### config.mk
export PLATFORM = sky130hd
export DESIGN_NAME = wdt_two_stage
export DESIGN_NICKNAME = d
export VERILOG_FILES = /design/src/rtl/wdt2_pkg.sv /design/src/rtl/wdt2_prescaler.sv /design/src/rtl/wdt2_counter.sv /design/src/rtl/wdt2_regs.sv /design/src/rtl/wdt_two_stage.sv
export SDC_FILE = /design/constraint.sdc
export NUM_CORES = 1
export LEC_CHECK = 0
export ABC_AREA = 0
export BUFFER_PORTS_ARGS = -buffer_cell sky130_fd_sc_hd__buf_2
export CAP_MARGIN = 5
export CORE_MARGIN = 4
export CORE_UTILIZATION = 45
export DETAILED_ROUTE_END_ITERATION = 16
export PLACE_DENSITY = 0.66
export REMOVE_ABC_BUFFERS = 1
export SKIP_LAST_GASP = 1
export SLEW_MARGIN = 20
export SYNTH_ARGS = -nofsm -noshare
export SYNTH_HDL_FRONTEND = slang
export SYNTH_SLANG_ARGS = --single-unit
### constraint.sdc
create_clock -name clk -period 2.4 [get_ports clk]
set_clock_uncertainty 0.05 [all_clocks]
set_input_delay 0.12 -clock clk [delete_from_list [all_inputs] [get_ports clk]]
set_output_delay 0.12 -clock clk [all_outputs]
set_load 0.005 [all_outputs]
### src/rtl/wdt2_pkg.sv
package wdt2_pkg;
  localparam int unsigned DATA_W = 16;
  localparam int unsigned ADDR_W = 4;
  localparam int unsigned CNT_W  = 6;
  localparam int unsigned BYTE_W = 8;
  localparam int unsigned SPARE_W = BYTE_W - CNT_W;

  localparam logic [ADDR_W-1:0] OFF_RELOAD = 4'h0;
  localparam logic [ADDR_W-1:0] OFF_INIT   = 4'h1;
  localparam logic [ADDR_W-1:0] OFF_STATUS = 4'h4;
  localparam logic [ADDR_W-1:0] OFF_CTRL   = 4'h8;
  localparam logic [ADDR_W-1:0] OFF_IRQEN  = 4'hC;

  localparam int unsigned B_FIRST  = 1;
  localparam int unsigned B_BOOT   = 9;
  localparam int unsigned B_SECOND = 10;
  localparam int unsigned B_HALT   = 12;
  localparam int unsigned B_IEN    = 4;

  localparam logic [BYTE_W-1:0] RELOAD_KEY = 8'h01;
  localparam logic [CNT_W-1:0]  MIN_INIT   = 6'd4;

  typedef struct packed {
    logic first;
    logic second;
  } wdt2_exp_t;
endpackage

### src/rtl/wdt2_prescaler.sv
module wdt2_prescaler #(
  parameter int unsigned DIV = 4
) (
  input  logic clk,
  input  logic rst,
  input  logic clr,
  input  logic run,
  output logic tick
);
  localparam int unsigned PW = (DIV > 1) ? $clog2(DIV) : 1;
  localparam logic [PW-1:0] LAST = PW'(DIV - 1);

  logic [PW-1:0] pre;

  assign tick = run && (pre == LAST);

  always_ff @(posedge clk) begin
    if (rst || clr) begin
      pre <= '0;
    end else if (run) begin
      pre <= tick ? '0 : pre + 1'b1;
    end
  end

  p_pre_range_r5: assert property (@(posedge clk) disable iff (rst)
    pre <= LAST);

  p_pre_frozen_r6: assert property (@(posedge clk) disable iff (rst)
    (!run && !clr) |=> $stable(pre));
endmodule

### src/rtl/wdt2_counter.sv
module wdt2_counter
  import wdt2_pkg::*;
#(
  parameter logic [CNT_W-1:0] INIT_RST = 6'd50
) (
  input  logic             clk,
  input  logic             rst,
  input  logic             tick,
  input  logic             reload,
  input  logic [CNT_W-1:0] init_val,
  output logic [CNT_W-1:0] cnt,
  output wdt2_exp_t        exp_ev
);
  logic stage2;
  logic hit;

  always_comb begin
    hit           = tick && !reload && (cnt < CNT_W'(2));
    exp_ev.first  = hit && !stage2;
    exp_ev.second = hit && stage2;
  end

  always_ff @(posedge clk) begin
    if (rst) begin
      cnt    <= INIT_RST;
      stage2 <= 1'b0;
    end else if (reload) begin
      cnt    <= init_val;
      stage2 <= 1'b0;
    end else if (tick) begin
      if (cnt < CNT_W'(2)) begin
        cnt    <= init_val;
        stage2 <= 1'b1;
      end else begin
        cnt <= cnt - 1'b1;
      end
    end
  end

  p_reload_load_r4: assert property (@(posedge clk) disable iff (rst)
    reload |=> (cnt == $past(init_val)));

  p_step_down_r5: assert property (@(posedge clk) disable iff (rst)
    (tick && !reload && cnt > CNT_W'(1)) |=> (cnt == $past(cnt) - 1'b1));

  p_hold_no_tick_r6: assert property (@(posedge clk) disable iff (rst)
    (!tick && !reload) |=> $stable(cnt));

  p_second_after_first_r9: assert property (@(posedge clk) disable iff (rst)
    exp_ev.first |=> !exp_ev.first);
endmodule

### src/rtl/wdt2_regs.sv
module wdt2_regs
  import wdt2_pkg::*;
#(
  parameter logic [CNT_W-1:0] INIT_RST = 6'd50
) (
  input  logic              clk,
  input  logic              rst,
  input  logic              pwr_rst,
  input  logic              wr_en,
  input  logic [ADDR_W-1:0] addr,
  input  logic [DATA_W-1:0] wdata,
  input  logic              reboot_en,
  input  logic [CNT_W-1:0]  cnt,
  input  wdt2_exp_t         exp_ev,
  output logic [DATA_W-1:0] rd_data,
  output logic [CNT_W-1:0]  init_val,
  output logic              halt,
  output logic              reload,
  output logic              rst_req,
  output logic              mgmt_irq
);
  logic               warm;
  logic [SPARE_W-1:0] spare;
  logic [1:0]         irq_en;
  logic               sts_first;
  logic               sts_second;
  logic               sts_boot;
  logic               wr_init;
  logic               wr_stat;
  logic               wr_ctrl;
  logic               wr_ien;
  logic [DATA_W-1:0]  rd_mux;
  logic               unused_wdata;

  assign warm    = rst || pwr_rst;
  assign wr_init = wr_en && (addr == OFF_INIT);
  assign wr_stat = wr_en && (addr == OFF_STATUS);
  assign wr_ctrl = wr_en && (addr == OFF_CTRL);
  assign wr_ien  = wr_en && (addr == OFF_IRQEN);
  assign reload  = wr_en && (addr == OFF_RELOAD) && (wdata[BYTE_W-1:0] == RELOAD_KEY);
  assign unused_wdata = ^{wdata[15:13], wdata[11], wdata[8]};

  always_ff @(posedge clk) begin
    if (warm) begin
      init_val <= INIT_RST;
      spare    <= '0;
      halt     <= 1'b1;
      irq_en   <= 2'b11;
    end else begin
      if (wr_init) begin
        spare <= wdata[BYTE_W-1:CNT_W];
        if (wdata[CNT_W-1:0] >= MIN_INIT) begin
          init_val <= wdata[CNT_W-1:0];
        end
      end
      if (wr_ctrl) begin
        halt <= wdata[B_HALT];
      end
      if (wr_ien) begin
        irq_en <= wdata[B_IEN+1:B_IEN];
      end
    end
  end

  always_ff @(posedge clk) begin
    if (pwr_rst) begin
      sts_first  <= 1'b0;
      sts_second <= 1'b0;
      sts_boot   <= 1'b0;
    end else begin
      sts_first  <= exp_ev.first  || (sts_first  && !(wr_stat && wdata[B_FIRST]));
      sts_second <= exp_ev.second || (sts_second && !(wr_stat && wdata[B_SECOND]));
      sts_boot   <= (exp_ev.second && reboot_en) ||
                    (sts_boot && !(wr_stat && wdata[B_BOOT]));
    end
  end

  always_ff @(posedge clk) begin
    if (warm) begin
      rst_req <= 1'b0;
    end else begin
      rst_req <= exp_ev.second && reboot_en;
    end
  end

  assign mgmt_irq = sts_first && (|irq_en);

  always_comb begin
    rd_mux = '0;
    unique case (addr)
      OFF_RELOAD: rd_mux[CNT_W-1:0]  = cnt;
      OFF_INIT:   rd_mux[BYTE_W-1:0] = {spare, init_val};
      OFF_STATUS: begin
        rd_mux[B_FIRST]  = sts_first;
        rd_mux[B_BOOT]   = sts_boot;
        rd_mux[B_SECOND] = sts_second;
      end
      OFF_CTRL:   rd_mux[B_HALT] = halt;
      OFF_IRQEN:  rd_mux[B_IEN+1:B_IEN] = irq_en;
      default:    rd_mux = '0;
    endcase
  end

  always_ff @(posedge clk) begin
    if (warm) begin
      rd_data <= '0;
    end else begin
      rd_data <= rd_mux;
    end
  end

  p_init_valid_r3: assert property (@(posedge clk) disable iff (warm)
    init_val >= MIN_INIT);

  p_first_sets_r7: assert property (@(posedge clk) disable iff (warm)
    exp_ev.first |=> sts_first);

  p_rst_single_r9: assert property (@(posedge clk) disable iff (warm)
    rst_req |=> !rst_req);

  p_rst_boot_r9: assert property (@(posedge clk) disable iff (warm)
    rst_req |-> sts_boot);

  p_rst_gated_r10: assert property (@(posedge clk) disable iff (warm)
    rst_req |-> $past(reboot_en));

  p_w1c_first_r12: assert property (@(posedge clk) disable iff (warm)
    (wr_stat && wdata[B_FIRST] && !exp_ev.first) |=> !sts_first);
endmodule

### src/rtl/wdt_two_stage.sv
module wdt_two_stage
  import wdt2_pkg::*;
#(
  parameter int unsigned      TICK_DIV = 75_000_000,
  parameter logic [CNT_W-1:0] INIT_RST = 6'd50
) (
  input  logic              clk,
  input  logic              rst,
  input  logic              pwr_rst,
  input  logic              wr_en,
  input  logic [ADDR_W-1:0] addr,
  input  logic [DATA_W-1:0] wdata,
  output logic [DATA_W-1:0] rd_data,
  input  logic              reboot_en,
  output logic              rst_req,
  output logic              mgmt_irq
);
  logic             warm;
  logic             tick;
  logic             halt;
  logic             reload;
  logic [CNT_W-1:0] init_val;
  logic [CNT_W-1:0] cnt;
  wdt2_exp_t        exp_ev;

  assign warm = rst || pwr_rst;

  wdt2_prescaler #(.DIV(TICK_DIV)) u_pre (
    .clk  (clk),
    .rst  (warm),
    .clr  (reload),
    .run  (!halt),
    .tick (tick)
  );

  wdt2_counter #(.INIT_RST(INIT_RST)) u_cnt (
    .clk      (clk),
    .rst      (warm),
    .tick     (tick),
    .reload   (reload),
    .init_val (init_val),
    .cnt      (cnt),
    .exp_ev   (exp_ev)
  );

  wdt2_regs #(.INIT_RST(INIT_RST)) u_regs (
    .clk       (clk),
    .rst       (rst),
    .pwr_rst   (pwr_rst),
    .wr_en     (wr_en),
    .addr      (addr),
    .wdata     (wdata),
    .reboot_en (reboot_en),
    .cnt       (cnt),
    .exp_ev    (exp_ev),
    .rd_data   (rd_data),
    .init_val  (init_val),
    .halt      (halt),
    .reload    (reload),
    .rst_req   (rst_req),
    .mgmt_irq  (mgmt_irq)
  );

  p_halt_no_expiry_r6: assert property (@(posedge clk) disable iff (warm)
    halt |-> !(exp_ev.first || exp_ev.second));
endmodule

== Yosys cells after proc, flatten, opt, wreduce, memory -nomap -nowiden ==
Cells that the tools add are included.
Storage, ports and cells
  bits in registers: 65
  word-level logic and storage cells: 76
  output and inout port bits: 18
Operators by class
  reduce and logical (&&, ||, !) cells: 39
  mux-type cells: 8
  order comparisons: 2
  add/subtract/negate cells: 2
  eq/ne operators: 6
  bitwise operators: 3
Operators by type and width (count)
  $add A27 B1 Y27 const B: 1
  $eq A27 B27 Y1 const B: 1
  $mux W27: 1
  $logic_and A1 B1 Y1: 19
  $mux W6: 3
  $reduce_or A2 Y1: 5
  $eq A4 B4 Y1 const B: 2
  $eq A8 B1 Y1 const B: 1
  $ge A6 B3 Y1 const B: 1
  $logic_not A1 Y1: 6
  $lt A6 B2 Y1 const B: 1
  $pmux W2 S3: 1
  $sub A6 B1 Y6 const B: 1
  $logic_or A1 B1 Y1: 5
  $eq A4 B1 Y1 const B: 1
  $eq A4 B3 Y1 const B: 1
  $logic_not A4 Y1: 1
  $pmux W2 S2: 1
  $reduce_and A2 Y1: 2
  $not A1 Y1: 3
  $pmux W1 S3: 1
  $pmux W1 S2: 1
  $reduce_bool A2 Y1: 1

== Depth between registers and ports, before layout ==
Gate-level depths: netlist (run 1).
  word-level depth: 9
  gate-level depth with buffers: 8
  gate-level depth less buffers: 6

== Cells and area by module ==
From an unflattened synthesis (run 1), not the netlist that was laid out.
Unflattened totals
  cells, all modules: 338
  area, all modules: 3015.4 µm²
Modules (own cells, without submodules)
  wdt2_prescaler: area each 1457.6 µm², cells each 165, instances 1
  wdt2_regs: area each 1117.3 µm², cells each 118, instances 1
  wdt2_counter: area each 430.4 µm², cells each 53, instances 1
  wdt_two_stage: area each 10.0 µm², cells each 2, instances 1

== Least setup slack after synthesis (run 1) ==
OpenSTA, ideal clock, no wires.
  path type: register to register
  from: reg u_pre.pre[9]
  to: reg u_cnt.cnt[2]
  setup slack: 0.389 ns
  stages on the path, launching flop included: 7
  data arrival time: 1.838 ns
  required time: 2.227 ns
  path through: dfxtp_1 > or4_1 > or4_4 > o21a_1 > buf_6 > o211ai_2 > o31ai_2
Between the ends
  longest elaborated chain between the ends: 3
RTL lines
  start, declared: line wdt2_prescaler.sv:13  | logic [PW-1:0] pre;
  start signal, assigned: line wdt2_prescaler.sv:21  | pre <= tick ? '0 : pre + 1'b1;
  $eq A27 B27 Y1: line wdt2_prescaler.sv:15  | assign tick = run && (pre == LAST);
  $logic_and A1 B1 Y1: line wdt2_prescaler.sv:15
  $reduce_bool A2 Y1 (no source line)
  end signal, assigned: line wdt2_counter.sv:28  | cnt <= init_val;
  end signal, assigned: line wdt2_counter.sv:32  | cnt <= init_val;
  end signal, assigned: line wdt2_counter.sv:35  | cnt <= cnt - 1'b1;
  end, declared: line wdt2_counter.sv:11  | output logic [CNT_W-1:0] cnt,
No other way between the ends.
A chain may end at the register's enable or synchronous reset.

== Worst setup path after layout (run 1) ==
  from: reg u_pre.pre[0]
  to: reg u_cnt.cnt[2]
The elaborated chain is that of the path after synthesis.

==> impl_metrics.tcl, run 1 <==
set metrics [dict create \
    arrival_ps 2320 \
    cts.sinks 60 \
    final_nets 392 \
    pin_count 43 \
    grt_pass1_wl_mm 10.7 \
    post-route-util 0.551 \
    wire_per_inst_microns 14.0 \
    grt_use_total 0.179 \
    holdPathStages 3 \
    yosysMostFrequentCell "dfxtp_1" \
    drtIter0Drc 104 \
    hold_viol_final 0 \
    grt_pass1_vias 2285 \
    areaGrowthSynthToFinish_pct 18.0 \
    drcViolationCount 0 \
    die_area_sq_um 7550 \
    max_freq_ghz 0.459 \
    ys_types 53 \
    cp_cell_sequence "ha_1, nand4_1, or4_4, o21a_1, o211ai_2, o31ai_2" \
    rsz0062_at_grt "false" \
    status "completed" \
    numCtsBuffers 9 \
    r2r_start "u_pre.pre[0]" \
    start_util 0.467 \
    vias 2372 \
    r2r-end "u_cnt.cnt[2]" \
    coreArea_sq_um 5990 \
    root_buffer "clkbuf_8" \
    critical-path-top-delay-family "simple AND/OR/NAND/NOR gates" \
    finalPower_uw 2000 \
    relSlewSlack 0.597 \
    hold_ws_ps 3.56 \
    h-tree-depth 3 \
    layout-drive-gt1-share 0.192 \
    tns_ps 0 \
    ir_worst_vdd_uv 306 \
    post-dp-hpwl_mm 4.47 \
    async_flop_share 0 \
    insertion_delay_ps 330 \
    cp.required_ps 2540 \
    synth_commonest_cells "60 x dfxtp_1, 47 x nor2_1, 21 x nand2_1" \
    tritoncts "built" \
    slowest_delay_ps 570 \
    wirelength_mm 6.21 \
    setup_viol 0 \
    synth-edff-count 0 \
    crit_path_start_kind "flop" \
    grt_overflow 0 \
    synth_area_sq_um 2800 \
    cp_slowest_cell "or4_4" \
    path_buf_inv 0 \
    synth_top_cell_area_share 0.429 \
    port_buffers 32 \
    cp-end-kind "flop" \
    avgSynthCellArea_sq_um 8.81 \
    slew_viol_final 0 \
    synth_top_cell_by_area "dfxtp_1" \
    r2r_slack_ps 220 \
    period_minus_slack_ps 2180 \
    die_x_microns 86.9 \
    rows 28 \
    grt_max_degree 19 \
    gp_congestion 0.855 \
    diodes 0 \
    worstSetupPathType "reg -> reg" \
    antenna_found_initial 0 \
    stdcell_area_sq_um 3300 \
    leakagePower_uw 0.00129 \
    worst_slew_pin_slew_ps 600 \
    period_share 0.907 \
    drt-vias-per-instance 5.34 \
    drtAntennaViolNets 0 \
    dpl_cell_area_sq_um 3040 \
    yosys_register_bits 60 \
    cp_max_fo 10 \
    hp-class "in -> reg" \
    first_pass_iters 4 \
    die_height_microns 86.9 \
    max-cap-violations 0 \
    yosys_warnings 0 \
    hold-path-endpoint "u_regs.spare[1]" \
    clk_pin_slew_ps 60 \
    synth.area.top_cells "dfxtp_1 43%, nor2_1 6.3%, xor2_1 4.4%" \
    synth_top_flop_cell "dfxtp_1" \
    min-delay-start "wdata[7]" \
    ys_seq_area_frac 0.429 \
    clock_path_buffers 2 \
    synthCells 318 \
    reg2reg_depth 6 \
    powerDensity_nw_per_um2 606 \
]
-- registers in the layout, summed over array words and instances, names as in the netlist --
signal / count
u_regs.irq_en: 2
u_regs.sts_second: 1
u_regs.rd_data: 11
u_pre.pre: 27
u_cnt.stage2: 1
u_regs.rst_req: 1
u_cnt.cnt: 6
u_regs.spare: 2
u_regs.sts_boot: 1
u_regs.init_val: 6
u_regs.halt: 1
u_regs.sts_first: 1
-- metal layers --
metal  part of all wire  GRT usage  vias to the layer above
li1                   -          -                     1221
met1               0.49      0.245                     1100
met2               0.46      0.271                       43
met3              0.045     0.0568                        8
met4              0.010     0.0453                        0
met5                  0          0                        -
-- metrics by stage --
step / instances / setup slack [ps]
global placement: 422 / 241
detailed placement: 422 / 243
global route: 444 / 85.0
finish: 444 / 223
CTS: 442 / 218
floorplan: 304 / 182
-- power by group --
part / internal [uW] / total [uW] / switching, uW
registers: 998 / 999 / 1.08
clock network: 560 / 918 / 358
logic: 36.2 / 84.6 / 48.4
-- worst register-to-register path, stage by stage, from the launching register on --
cell and delay, ps:
dfxtp_1 390, ha_1 240, nand4_1 140, or4_4 570, o21a_1 350, o211ai_2 230, o31ai_2 80
-- cell usage in the layout, fill, tap and decap left out, types with 7 or more instances in the layout --
| cell type | instances |
|---|---|
| and3_1 | 9 |
| dfxtp_1 | 60 |
| o21ai_0 | 7 |
| nand3_1 | 11 |
| a21oi_1 | 12 |
| buf_4 | 13 |
| nor3_1 | 7 |
| clkbuf_8 | 12 |
| buf_2 | 32 |
| xor2_1 | 14 |
| mux2i_1 | 8 |
| nand2_1 | 21 |
| a22oi_1 | 7 |
| inv_1 | 8 |
| nand4_1 | 14 |
| nor2_1 | 47 |
| xnor2_1 | 9 |
-- cell families (layout without fill, tap and decap cells) --
logic type,after synthesis,after routing,synth area share
mux,8,8,0.0286
simple gates,154,154,0.300
other cells,1,5,0.00134
compound gates,44,44,0.108
xor+xnor,23,23,0.0719
fa+ha+maj,2,2,0.00894
buf+inv,26,73,0.0523
flops,60,60,0.429
-- worst max-delay path by stage --
stage                       startpoint            end  slack, ps  cells past startpoint
after floorplan           u_pre.pre[9]  u_pre.pre[12]        180                      5
after global placement    u_pre.pre[9]  u_pre.pre[25]        240                      6
after detailed placement  u_pre.pre[9]  u_pre.pre[20]        240                      6
after CTS                 u_pre.pre[9]  u_pre.pre[20]        220                      6
after global routing      u_pre.pre[0]   u_cnt.cnt[3]         90                      6
final                     u_pre.pre[0]   u_cnt.cnt[2]        220                      6
-- final cells by class --
type,instances,area (sq um)
repair buffers,50,308
multi-input cells,236,1470
clock inverters,1,30.0
fillers,547,2690
flip-flops and latches,60,1200
well taps,75,93.8
clock buffers,14,173
inverters,8,30.0
-- repair_timing --
action | in CTS | in global routing
hold endpoints to repair | 7 | 0
resized for setup | 0 | 0
buffers inserted | 0 | 2
endpoints found under the setup margin | 0 | 3
hold buffers | 5 | 0
Power figures use the tool's default switching activity.
==> inputs of run 2 (changes only) <==
--- a/config.mk
+++ b/config.mk
@@ -6,7 +6,7 @@
 export NUM_CORES = 1
 export LEC_CHECK = 0
 export ABC_AREA = 0
-export BUFFER_PORTS_ARGS = -buffer_cell sky130_fd_sc_hd__buf_2
+export BUFFER_PORTS_ARGS = -buffer_cell sky130_fd_sc_hd__buf_4
 export CAP_MARGIN = 5
 export CORE_MARGIN = 4
 export CORE_UTILIZATION = 45
==> run 2 against run 1 <==
Non-clock buffer count is 2 higher. Worst hold slack better by 3.1 ps. Critical path depth is 1 lower. Die area did not move. Clock-buffer cell count fell by 1. Sequential power barely moved. Flip-flop and latch count did not move. Register-to-register slack got worse by 40 ps. Critical endpoint is now u_cnt.cnt[3]. Largest power group is now the clock network.
==> impl_metrics.tcl, run 2 (synthesized netlist as in run 1, its figures left out) <==
set metrics [dict create \
    final_nets 394 \
    h-tree-depth 3 \
    wire_per_inst_microns 14.2 \
    period_minus_slack_ps 2210 \
    grt_max_degree 19 \
    r2r_start "u_pre.pre[0]" \
    cts.sinks 60 \
    arrival_ps 2400 \
    largest_registers "u_pre.pre: 27 flops, u_regs.rd_data: 11 flops" \
    layout_commonest_cell "dfxtp_1" \
    coreArea_sq_um 5990 \
    period_share 0.922 \
    ir_worst_vdd_uv 466 \
    status "completed" \
    cts_resized 0 \
    grt_use_total 0.182 \
    crit_path_start_kind "flop" \
    hp-class "in -> reg" \
    grt_pass1_vias 2276 \
    root_buffer "clkbuf_8" \
    fillers 514 \
    diodes 0 \
    drt-vias-per-instance 5.37 \
    min-delay-start "wdata[2]" \
    setup_viol 0 \
    tns_ps 0 \
    numCtsBuffers 9 \
    largest_register_ffs 27 \
    hold_ws_ps 6.62 \
    die_x_microns 86.9 \
    post-dp-hpwl_mm 4.48 \
    max_freq_ghz 0.452 \
    pin_count 43 \
    cp-end-kind "flop" \
    vias 2400 \
    tritoncts "built" \
    antenna_found_initial 0 \
    stdcell_area_sq_um 3440 \
    r2r_slack_ps 190 \
    insertion_delay_ps 340 \
    start_util 0.467 \
    drcViolationCount 0 \
    wirelength_mm 6.37 \
    die_height_microns 86.9 \
    top_register "u_pre.pre" \
    holdPathStages 3 \
    rsz0062_at_grt "false" \
    cp.required_ps 2590 \
    cp_max_fo 10 \
    drtIter0Drc 92 \
    final_cell_mix "60 x dfxtp_1, 47 x nor2_1, 44 x buf_4, 21 x nand2_1" \
    clock_path_buffers 2 \
    grt_pass1_wl_mm 10.8 \
    powerDensity_nw_per_um2 629 \
    layout-drive-gt1-share 0.194 \
    reg2reg_depth 5 \
    worstSetupPathType "reg -> reg" \
    gp_congestion 0.845 \
    slew_viol_final 0 \
    hold-path-endpoint "u_regs.init_val[2]" \
    areaGrowthSynthToFinish_pct 22.8 \
    hold_viol_final 0 \
    grt_overflow 0 \
    leakagePower_uw 0.00132 \
    clk_pin_slew_ps 60 \
    first_pass_iters 4 \
    die_area_sq_um 7550 \
    rows 28 \
    drtAntennaViolNets 0 \
    relSlewSlack 0.638 \
    worst_slew_pin_slew_ps 535 \
    max-cap-violations 0 \
    r2r-end "u_cnt.cnt[3]" \
    dpl_cell_area_sq_um 3110 \
    port_buffers 32 \
]
-- run 2: cell types whose count changed in the layout (fill, tap and decap cells not counted) --
cell           before  now
clkbuf_1            2    1
bufinv_16           1    2
clkinvlp_4          0    1
buf_4              13   44
dlygate4sd3_1       5    8
buf_2              32    0
-- run 2: worst max path at each step --
stage	from	end	cells past startpoint
finish	u_pre.pre[0]	u_cnt.cnt[3]	5
global placement	u_pre.pre[9]	u_cnt.cnt[2]	5
floorplan	u_pre.pre[9]	u_pre.pre[12]	5
detailed placement	u_pre.pre[0]	u_cnt.cnt[2]	6
global route	u_pre.pre[0]	u_cnt.cnt[3]	5
CTS	u_pre.pre[0]	u_cnt.cnt[3]	5
-- run 2: routing by layer --
| metal | GRT usage | up-vias | part of all wire | routed length [microns] |
|---|---|---|---|---|
| met5 | 0 | - | 0 | 0 |
| met4 | 0.0822 | 0 | 0.018 | 116 |
| met3 | 0.0416 | 11 | 0.044 | 278 |
| met2 | 0.271 | 54 | 0.43 | 2750 |
| met1 | 0.251 | 1114 | 0.51 | 3230 |
| li1 | - | 1221 | - | - |
-- run 2: per-stage QoR --
stage | setup WS [ps] | total power (uW) | instances | util
final | 186 | 2160 | 447 | 0.574
after detailed placement | 230 | 1110 | 421 | 0.519
after CTS | 199 | 2180 | 445 | 0.572
after floorplan | 182 | 1050 | 304 | -
after global routing | 105 | 2240 | 447 | 0.574
after global placement | 260 | 1110 | 421 | 0.519
-- run 2: critical path, stage by stage, from the launching register on --
cell and delay (ps):
dfxtp_1 410, ha_1 250, nand4_1 140, or4_4 580, o21a_1 350, o32ai_1 330
-- run 2: timing repair --
| item | CTS | global route |
|---|---|---|
| setup buffers | 0 | 2 |
| hold buffers | 8 | 0 |
| endpoints found under the hold margin | 12 | 0 |
| endpoints found under the setup margin | 0 | 14 |
-- run 2: area by class of cell --
cell class | count | area [sq um] | share of cell area
tap | 75 | 93.8 | 0.0273
sequential | 60 | 1200 | 0.349
inverter | 8 | 30.0 | 0.00873
timing repair buffer | 52 | 410 | 0.119
multi-input combinational | 236 | 1470 | 0.427
clock inverter | 3 | 67.6 | 0.0196
clock buffer | 13 | 169 | 0.0491
-- run 2: power breakdown --
group	internal (uW)	switching [uW]	total, uW
registers	997	1.20	998
clock network	670	396	1070
logic	47.5	50.0	97.5
==> inputs of run 3 (changes only) <==
--- a/config.mk
+++ b/config.mk
@@ -8,10 +8,13 @@
 export ABC_AREA = 0
 export BUFFER_PORTS_ARGS = -buffer_cell sky130_fd_sc_hd__buf_4
 export CAP_MARGIN = 5
+export CELL_PAD_IN_SITES_DETAIL_PLACEMENT = 2
+export CELL_PAD_IN_SITES_GLOBAL_PLACEMENT = 2
 export CORE_MARGIN = 4
-export CORE_UTILIZATION = 45
+export CORE_UTILIZATION = 34
 export DETAILED_ROUTE_END_ITERATION = 16
-export PLACE_DENSITY = 0.66
+export HOLD_SLACK_MARGIN = 0.05
+export PLACE_DENSITY_LB_ADDON = 0.1
 export REMOVE_ABC_BUFFERS = 1
 export SKIP_LAST_GASP = 1
 export SLEW_MARGIN = 20
==> run 3 against run 2 <==
Register-to-register slack got worse by 30 ps. Clock-buffer cell count did not move. Flip-flop and latch count did not move. Critical path type unchanged. Highest routed layer unchanged.
==> impl_metrics.tcl, run 3 (synthesized netlist as in run 1, its figures left out) <==
set metrics [dict create \
    wirelength_mm 8.00 \
    cts.sinks 60 \
    arrival_ps 2410 \
    grt_max_degree 26 \
    die_area_sq_um 9750 \
    gp_congestion 0.757 \
    hp-class "in -> reg" \
    pre_cts_ws_ps 193 \
    period_minus_slack_ps 2240 \
    worst_slew_pin_slew_ps 629 \
    vias 2507 \
    die_height_microns 98.8 \
    top_register "u_pre.pre" \
    antenna_found_initial 0 \
    status "completed" \
    setup_viol 0 \
    relSlewSlack 0.577 \
    leakagePower_uw 0.00130 \
    slew_viol_final 0 \
    holdPathStages 2 \
    grt_pass1_vias 2721 \
    insertion_delay_ps 340 \
    crit_path_start_kind "flop" \
    start_util 0.357 \
    worstSetupPathType "reg -> reg" \
    post-dp-hpwl_mm 5.78 \
    final_cell_mix "60 x dfxtp_1, 47 x nor2_1, 42 x buf_4, 21 x nand2_1" \
    layout_commonest_cell "dfxtp_1" \
    drcViolationCount 0 \
    multi_input_area_sq_um 1470 \
    coreArea_sq_um 7850 \
    reg2reg_depth 5 \
    max-cap-violations 0 \
    max_freq_ghz 0.446 \
    die_x_microns 98.8 \
    first_pass_iters 4 \
    drtAntennaViolNets 0 \
    layout-drive-gt1-share 0.186 \
    cp_max_fo 10 \
    drtIter0Drc 55 \
    final_nets 394 \
    fin_ws_ps 157 \
    tritoncts "built" \
    wire_per_inst_microns 16.9 \
    rsz0062_at_grt "false" \
    clock_path_buffers 2 \
    port_buffers 32 \
    largest_register_ffs 27 \
    areaGrowthSynthToFinish_pct 22.2 \
    cp-end-kind "flop" \
    diodes 0 \
    grt_use_total 0.174 \
    grt_pass1_wl_mm 13.6 \
    fillers 881 \
    largest_registers "u_pre.pre: 27 flops, u_regs.rd_data: 11 flops" \
    tns_ps 0 \
    clk_pin_slew_ps 70 \
    grt_overflow 0 \
    pin_count 43 \
    root_buffer "clkbuf_8" \
    numCtsBuffers 9 \
    powerDensity_nw_per_um2 560 \
    seqCellArea_sq_um 1200 \
    h-tree-depth 3 \
    rows 32 \
    cp.required_ps 2570 \
    cts_resized 0 \
    period_share 0.935 \
    hold_viol_final 0 \
    post-route-util 0.436 \
    ir_worst_vdd_uv 192 \
    drt-vias-per-instance 5.30 \
]
==> run 3: cell types whose count changed in the layout (fill, tap and decap cells not counted) <==
cell	before	now
clkinv_2	0	2
buf_4	44	42
dlygate4sd3_1	8	9
bufinv_16	2	0
clkbuf_1	1	2
clkinvlp_4	1	0
buf_12	0	1
clkbuf_8	12	11
==> run 3: cell type report <==
cell class,instances,share of cell area
multi-input combinational,236,0.429
inverter,8,0.00878
tap,102,0.0373
clock buffer,13,0.0465
clock inverter,2,0.00293
timing repair buffer,52,0.124
sequential,60,0.351
==> run 3: routing by layer <==
metal / GRT usage / share of wire / vias up
met5: 0 / 0 / -
met4: 0.0620 / 0.017 / 0
met3: 0.0418 / 0.029 / 10
met2: 0.311 / 0.51 / 40
met1: 0.200 / 0.44 / 1236
li1: - / - / 1221
==> run 3: worst paths after layout <==
path,start,end,slack (ps)
worst max-delay path,u_pre.pre[9],u_cnt.cnt[2],160
worst min register to register,u_regs.sts_second,u_regs.rd_data[10],420
worst min-delay path,wr_en,u_regs.halt,70
worst max register to register,u_pre.pre[9],u_cnt.cnt[2],160
==> run 3: repair_timing <==
action | in CTS | in global routing
setup buffers | 0 | 0
endpoints found under the hold margin | 13 | 0
hold buffers | 9 | 0
==> run 3: power by group <==
| group | internal [uW] | switching (uW) | leakage [uW] |
|---|---|---|---|
| sequential | 997 | 1.16 | 0.000484 |
| combinational | 49.7 | 53.7 | 0.000729 |
| clock | 423 | 392 | 0.0000893 |
==> run 3: critical path, stage by stage (launching register included) <==
cell	delay, ps
dfxtp_1	370
or4_1	530
or4_4	480
o21a_1	370
o211ai_2	240
o31ai_2	80
==> run 3: per-stage QoR <==
step | power [uW] | hold WS, ps | std cells | instance area [sq um]
final | 1920 | 72.8 | 473 | 3420
after detailed placement | 1110 | 270 | 449 | 3160
after CTS | 1960 | 53.2 | 473 | 3420
after global placement | 1110 | 272 | 449 | 3160
after floorplan | 1050 | 139 | 304 | 2700
after global routing | 2010 | 68.6 | 473 | 3420
